**src/rtl/cal_pkg.sv**
```systemverilog
package cal_pkg;
  localparam int unsigned MONTH_W = 4;
  localparam int unsigned DAY_W   = 5;
  localparam int unsigned DOY_W   = 9;
  localparam int unsigned LEN_N   = 4;
  localparam int unsigned N_MONTH = 12;

  // index of each line in the one-hot length vector
  typedef enum logic [1:0] {
    LEN_28 = 2'd0,
    LEN_29 = 2'd1,
    LEN_30 = 2'd2,
    LEN_31 = 2'd3
  } len_idx_e;

  // length of month m in a common year
  function automatic int unsigned common_len(input int unsigned m);
    if (m == 2) return 28;
    if (m == 4 || m == 6 || m == 9 || m == 11) return 30;
    return 31;
  endfunction
endpackage

```
**src/rtl/cal_month_len.sv**
```systemverilog
module cal_month_len
  import cal_pkg::*;
#(
  parameter int unsigned MW = MONTH_W,
  parameter int unsigned NM = N_MONTH
) (
  input  logic [MW-1:0]    month_i,
  input  logic             leap_i,
  output logic [LEN_N-1:0] len_oh_o,
  output logic             month_ok_o
);
  always_comb begin
    month_ok_o = (month_i != '0) && (int'(month_i) <= NM);
    len_oh_o   = '0;
    if (month_ok_o) begin
      unique case (common_len(int'(month_i)))
        28:      len_oh_o[leap_i ? LEN_29 : LEN_28] = 1'b1;
        30:      len_oh_o[LEN_30] = 1'b1;
        default: len_oh_o[LEN_31] = 1'b1;
      endcase
    end
  end
endmodule

```
**src/rtl/cal_month_offset.sv**
```systemverilog
module cal_month_offset
  import cal_pkg::*;
#(
  parameter int unsigned MW = MONTH_W,
  parameter int unsigned OW = DOY_W,
  parameter int unsigned NM = N_MONTH
) (
  input  logic [MW-1:0] month_i,
  input  logic          leap_i,
  output logic [OW-1:0] offset_o
);
  // running sum of earlier months, leap folded in after February
  always_comb begin
    offset_o = '0;
    for (int k = 1; k < NM; k++) begin
      if (int'(month_i) > k) offset_o = offset_o + OW'(common_len(k));
    end
    if (leap_i && int'(month_i) > 2) offset_o = offset_o + OW'(1);
  end
endmodule

```
**src/rtl/cal_day_check.sv**
```systemverilog
module cal_day_check
  import cal_pkg::*;
#(
  parameter int unsigned DW = DAY_W,
  parameter int unsigned OW = DOY_W
) (
  input  logic [DW-1:0]    day_i,
  input  logic [LEN_N-1:0] len_oh_i,
  input  logic             month_ok_i,
  input  logic [OW-1:0]    offset_i,
  output logic [OW-1:0]    doy_o,
  output logic             invalid_o
);
  logic [DW-1:0] day_max;

  always_comb begin
    day_max = '0;
    for (int i = 0; i < LEN_N; i++) begin
      if (len_oh_i[i]) day_max = DW'(28 + i);
    end
  end

  always_comb begin
    invalid_o = !month_ok_i || (day_i == '0) || (day_i > day_max);
    doy_o     = invalid_o ? '0 : offset_i + OW'(day_i);
  end
endmodule

```
**src/rtl/cal_day_unit.sv**
```systemverilog
module cal_day_unit
  import cal_pkg::*;
#(
  parameter int unsigned MW      = MONTH_W,
  parameter int unsigned DW      = DAY_W,
  parameter int unsigned OW      = DOY_W,
  parameter bit          REG_OUT = 1'b1
) (
  input  logic             clk_i,
  input  logic             rst_ni,
  input  logic [MW-1:0]    month_i,
  input  logic [DW-1:0]    day_i,
  input  logic             leap_i,
  output logic [LEN_N-1:0] len_oh_o,
  output logic [OW-1:0]    doy_o,
  output logic             invalid_o
);
  logic [LEN_N-1:0] len_c;
  logic             month_ok_c;
  logic [OW-1:0]    offset_c;
  logic [OW-1:0]    doy_c;
  logic             inv_c;

  cal_month_len #(.MW(MW)) u_len (
    .month_i   (month_i),
    .leap_i    (leap_i),
    .len_oh_o  (len_c),
    .month_ok_o(month_ok_c)
  );

  cal_month_offset #(.MW(MW), .OW(OW)) u_off (
    .month_i (month_i),
    .leap_i  (leap_i),
    .offset_o(offset_c)
  );

  cal_day_check #(.DW(DW), .OW(OW)) u_chk (
    .day_i     (day_i),
    .len_oh_i  (len_c),
    .month_ok_i(month_ok_c),
    .offset_i  (offset_c),
    .doy_o     (doy_c),
    .invalid_o (inv_c)
  );

  logic past_ok_q;
  always_ff @(posedge clk_i or negedge rst_ni) begin
    if (!rst_ni) past_ok_q <= 1'b0;
    else         past_ok_q <= 1'b1;
  end

  generate
    if (REG_OUT) begin : g_reg
      always_ff @(posedge clk_i or negedge rst_ni) begin
        if (!rst_ni) begin
          len_oh_o  <= '0;
          doy_o     <= '0;
          invalid_o <= 1'b1;
        end else begin
          len_oh_o  <= len_c;
          doy_o     <= doy_c;
          invalid_o <= inv_c;
        end
      end

      p_hold_r7: assert property (@(posedge clk_i) disable iff (!rst_ni)
        (past_ok_q && $stable(month_i) && $stable(day_i) && $stable(leap_i))
        |=> ($stable(doy_o) && $stable(invalid_o) && $stable(len_oh_o)));
    end else begin : g_comb
      assign len_oh_o  = len_c;
      assign doy_o     = doy_c;
      assign invalid_o = inv_c;
    end
  endgenerate

  p_len_onehot_r8: assert property (@(posedge clk_i) disable iff (!rst_ni)
    month_ok_c |-> ($countones(len_c) == 1));

  p_bad_month_r3: assert property (@(posedge clk_i) disable iff (!rst_ni)
    !month_ok_c |-> (len_c == '0 && inv_c && doy_c == '0));

  p_feb_leap_r2: assert property (@(posedge clk_i) disable iff (!rst_ni)
    len_c[LEN_29] |-> (leap_i && month_i == MW'(2)));

  p_inv_doy_zero_r5: assert property (@(posedge clk_i) disable iff (!rst_ni)
    invalid_o |-> (doy_o == '0));

  p_doy_range_r6: assert property (@(posedge clk_i) disable iff (!rst_ni)
    !invalid_o |-> (doy_o != '0 && doy_o <= OW'(366)));
endmodule

```
**config.mk**
```make
export PLATFORM = sky130hd
export DESIGN_NAME = cal_day_unit
export DESIGN_NICKNAME = d
export VERILOG_FILES = /design/src/rtl/cal_pkg.sv /design/src/rtl/cal_month_len.sv /design/src/rtl/cal_month_offset.sv /design/src/rtl/cal_day_check.sv /design/src/rtl/cal_day_unit.sv
export SDC_FILE = /design/constraint.sdc
export NUM_CORES = 1
export LEC_CHECK = 0
export ABC_AREA = 1
export BUFFER_PORTS_ARGS = -buffer_cell sky130_fd_sc_hd__buf_2
export CAP_MARGIN = 10
export CORE_ASPECT_RATIO = 0.9
export CORE_MARGIN = 1
export CORE_UTILIZATION = 30
export DETAILED_ROUTE_END_ITERATION = 10
export GPL_TIMING_DRIVEN = 0
export HOLD_SLACK_MARGIN = 0.06
export PLACE_DENSITY = 0.44
export SETUP_SLACK_MARGIN = 0.4
export SKIP_CTS_REPAIR_TIMING = 1
export SLEW_MARGIN = 20
export SYNTH_ARGS = -nofsm -noshare
export SYNTH_HDL_FRONTEND = slang
export SYNTH_SLANG_ARGS = --single-unit
```
**constraint.sdc**
```tcl
create_clock -name clk_i -period 0.8 [get_ports clk_i]
set_input_delay 0.08 -clock clk_i [delete_from_list [all_inputs] [get_ports clk_i]]
set_output_delay 0.08 -clock clk_i [all_outputs]
set_load 0.01 [all_outputs]
```
==> results.py <==
metrics = {
    "drt": {
        "drt-pass1-iter-count": 4,
        "via_per_inst": 4.51,
        "wl_um": 6290,
        "route.detailed.drc": 0,
        "drt-wirelength-per-cell_um": 10.5,
        "drt_iter0_drc": 86,
        "dr_total_vias": 2712,
        "ant_nets": 0,
    },
    "critical_path": {
        "crit_fanout": 4,
        "cp_common_cell": "ha_4",
        "cp-start-kind": "primary input",
        "cp_slowest_cell": "ha_1",
        "critPathKind": "primary input to flip-flop",
        "cpPeakStageDelay_ns": 0.31,
        "endpoint_kind": "flip-flop",
        "critPathRequiredTime_ns": 0.93,
        "arrival_ns": 5.36,
    },
    "power": {
        "comb_power_share": 0.754,
        "p_seq_frac": 0.145,
        "p_per_area_nw_per_um2": 1860,
        "p_leak_nw": 1.81,
        "ir_drop_mv": 0.792,
        "p_switching_mw": 3.17,
        "sw_frac_of_total": 0.486,
        "p_clk_frac": 0.101,
        "finalPower_mw": 6.53,
        "p_int_mw": 3.36,
    },
    "floorplan": {
        "start_util": 0.314,
        "die_x_um": 99.5,
        "rows": 31,
        "die_h_um": 89.8,
        "die_area_um2": 8940,
        "core_um2": 8180,
        "num_io_pins": 26,
    },
    "sta": {
        "hold_viol": 14,
        "setup-tns-final_ns": -35.62,
        "slew_violations": 0,
        "setup_viol": 17,
        "worst_pin_slew_ns": 0.484,
        "relSlewSlack": 0.675,
        "max_freq_ghz": 0.191,
        "period_needed_ns": 5.23,
        "layout_setup_ws_ns": -4.43,
        "finalCritPeriodShare": 6.54,
        "hold-worst-slack_ns": -0.283,
        "grt_setup_unrepaired": "true",
    },
    "clock_network": {
        "htree_levels": 1,
        "tritoncts": "done",
        "numCtsBuffers": 3,
        "clkTransAtPathRegs_ns": 0.05,
        "clockBufferDepth": 2,
        "cts.sinks": 14,
        "clockRootBuffer": "clkbuf_8",
    },
    "flow_run": {
        "maxCapViolations": 0,
    },
    "logic_synthesis": {
        "synth_top_family_by_area": "simple AND/OR/NAND/NOR gates",
        "synthSimpleGateAreaFrac": 0.517,
        "yosysWarnings": 0,
        "synth_xor_area_frac": 0.0263,
        "syn_inst": 437,
        "synth_area_leaders": "nand2_1, dfrtp_1, ha_1",
        "synth_largest_area_cell": "nand2_1",
        "synthFlopType": "dfrtp_1",
        "synth.cell_area_um2": 2570,
        "ys_types": 35,
        "synth.area.mux_share": 0,
        "synth-adder-area-share": 0.110,
        "seq_area_frac_synth": 0.137,
        "async_flop_share": 1.00,
        "avgSynthCellArea_um2": 5.88,
        "synthesis.nets": 471,
        "yosysTopAreaCellShare": 0.178,
        "synth_seq_cells": 14,
        "synth_compound_area_frac": 0.0955,
        "synth_edf_count": 0,
    },
    "placed_design": {
        "placed_area_um2": 3000,
        "dpl.cell_count": 576,
        "hpwl_um": 5260,
        "gp_congestion": 0.798,
        "port_buffers": 24,
        "pre_cts_ws_ns": -5.00,
    },
    "status": {
        "failed_checks": "hold timing, setup timing",
        "status": "complete, but fails checks",
    },
    "final_layout": {
        "most-common-layout-cells": "nand2_1, inv_1, nor2_1, nand3_1, nand2_2",
        "diodes": 0,
        "final_common_cell": "nand2_1",
        "areaGrowthSynthToFinish_pct": 36.3,
        "final_cells": 601,
        "layout.nets": 521,
        "drive_gt1_frac": 0.372,
        "design_area_um2": 3500,
        "final_util": 0.428,
    },
    "global_route": {
        "grt_first_pass_wirelength_um": 10600,
        "grt_pass1_vias": 2411,
        "grt_max_degree": 15,
        "grt_overflow": 0,
        "antenna_found_initial": 0,
        "grtUsageTotal": 0.141,
    },
    "worst_hold_path": {
        "worst_hold_path_type": "primary input to asynchronous set/reset pin",
    },
}
flip-flops by register name, summed over array words and instances, names as in the netlist:
signal / cells
doy_o: 9
len_oh_o: 4
invalid_o: 1
power groups by stage:
stage | clock network (mW) | registers (mW) | logic (mW)
6_report | 0.658 | 0.950 | 4.92
5_1_grt | 0.701 | 0.967 | 5.58
4_1_cts | 0.686 | 0.950 | 4.00
3_5_place_dp | 0 | 0.963 | 3.98
3_3_place_gp | 0 | 0.960 | 3.95
2_1_floorplan | 0 | 1.09 | 3.04
layout make-up:
cell class	instances	area, um2
Multi-Input combinational cell	349	2320
Timing Repair Buffer	45	303
Buffer	3	36.3
Tap cell	115	144
Sequential cell	14	352
Inverter	71	293
Fill cell	888	4680
Clock buffer	4	55.1
worst max-delay path: cells and delay by family:
kind / cells / cell delay, ns
AO/OA/AOI/OAI: 5 / 0.60
XOR/XNOR: 1 / 0.21
adder cells (fa/ha/maj): 7 / 1.76
buffers and inverters: 5 / 0.42
AND/OR/NAND/NOR: 23 / 2.25
final timing paths:
kind                       startpoint          end  slack, ns  cells after the start
setup / recovery           month_i[2]     doy_o[7]      -4.43                     41
hold / removal                 rst_ni  len_oh_o[1]      -0.28                      1
max in group asynchronous      rst_ni    invalid_o       0.80                      1
min in group clk_i             leap_i  len_oh_o[0]       0.04                      2
layer usage:
metal	GRT usage	part of all wire
met5	0	0
met4	0.0331	0.0059
met3	0.00311	0.017
met2	0.234	0.46
met1	0.202	0.51
synth_stat cells, types with 2 or more instances:
cell      instances
a21oi_1          16
buf_2             2
dfrtp_1          13
ha_1             21
inv_1            59
inv_2            11
nand2_1         122
nand2_2          20
nand2_4           4
nand3_1          43
nand3_2          10
nand4_1           5
nor2_1           55
nor2_2           10
nor2_4            3
nor3_1            4
o21ai_0           9
o21ai_1           3
o21ai_2           2
o21bai_1          4
or2_2             3
xor2_1            4
xor2_2            2
cells by family after synthesis:
family	Yosys count
flops	14
simple gates	281
xor+xnor	6
fa+ha+maj	22
compound gates	40
buf+inv	74
No activity file was read; power rests on OpenSTA's default activity.
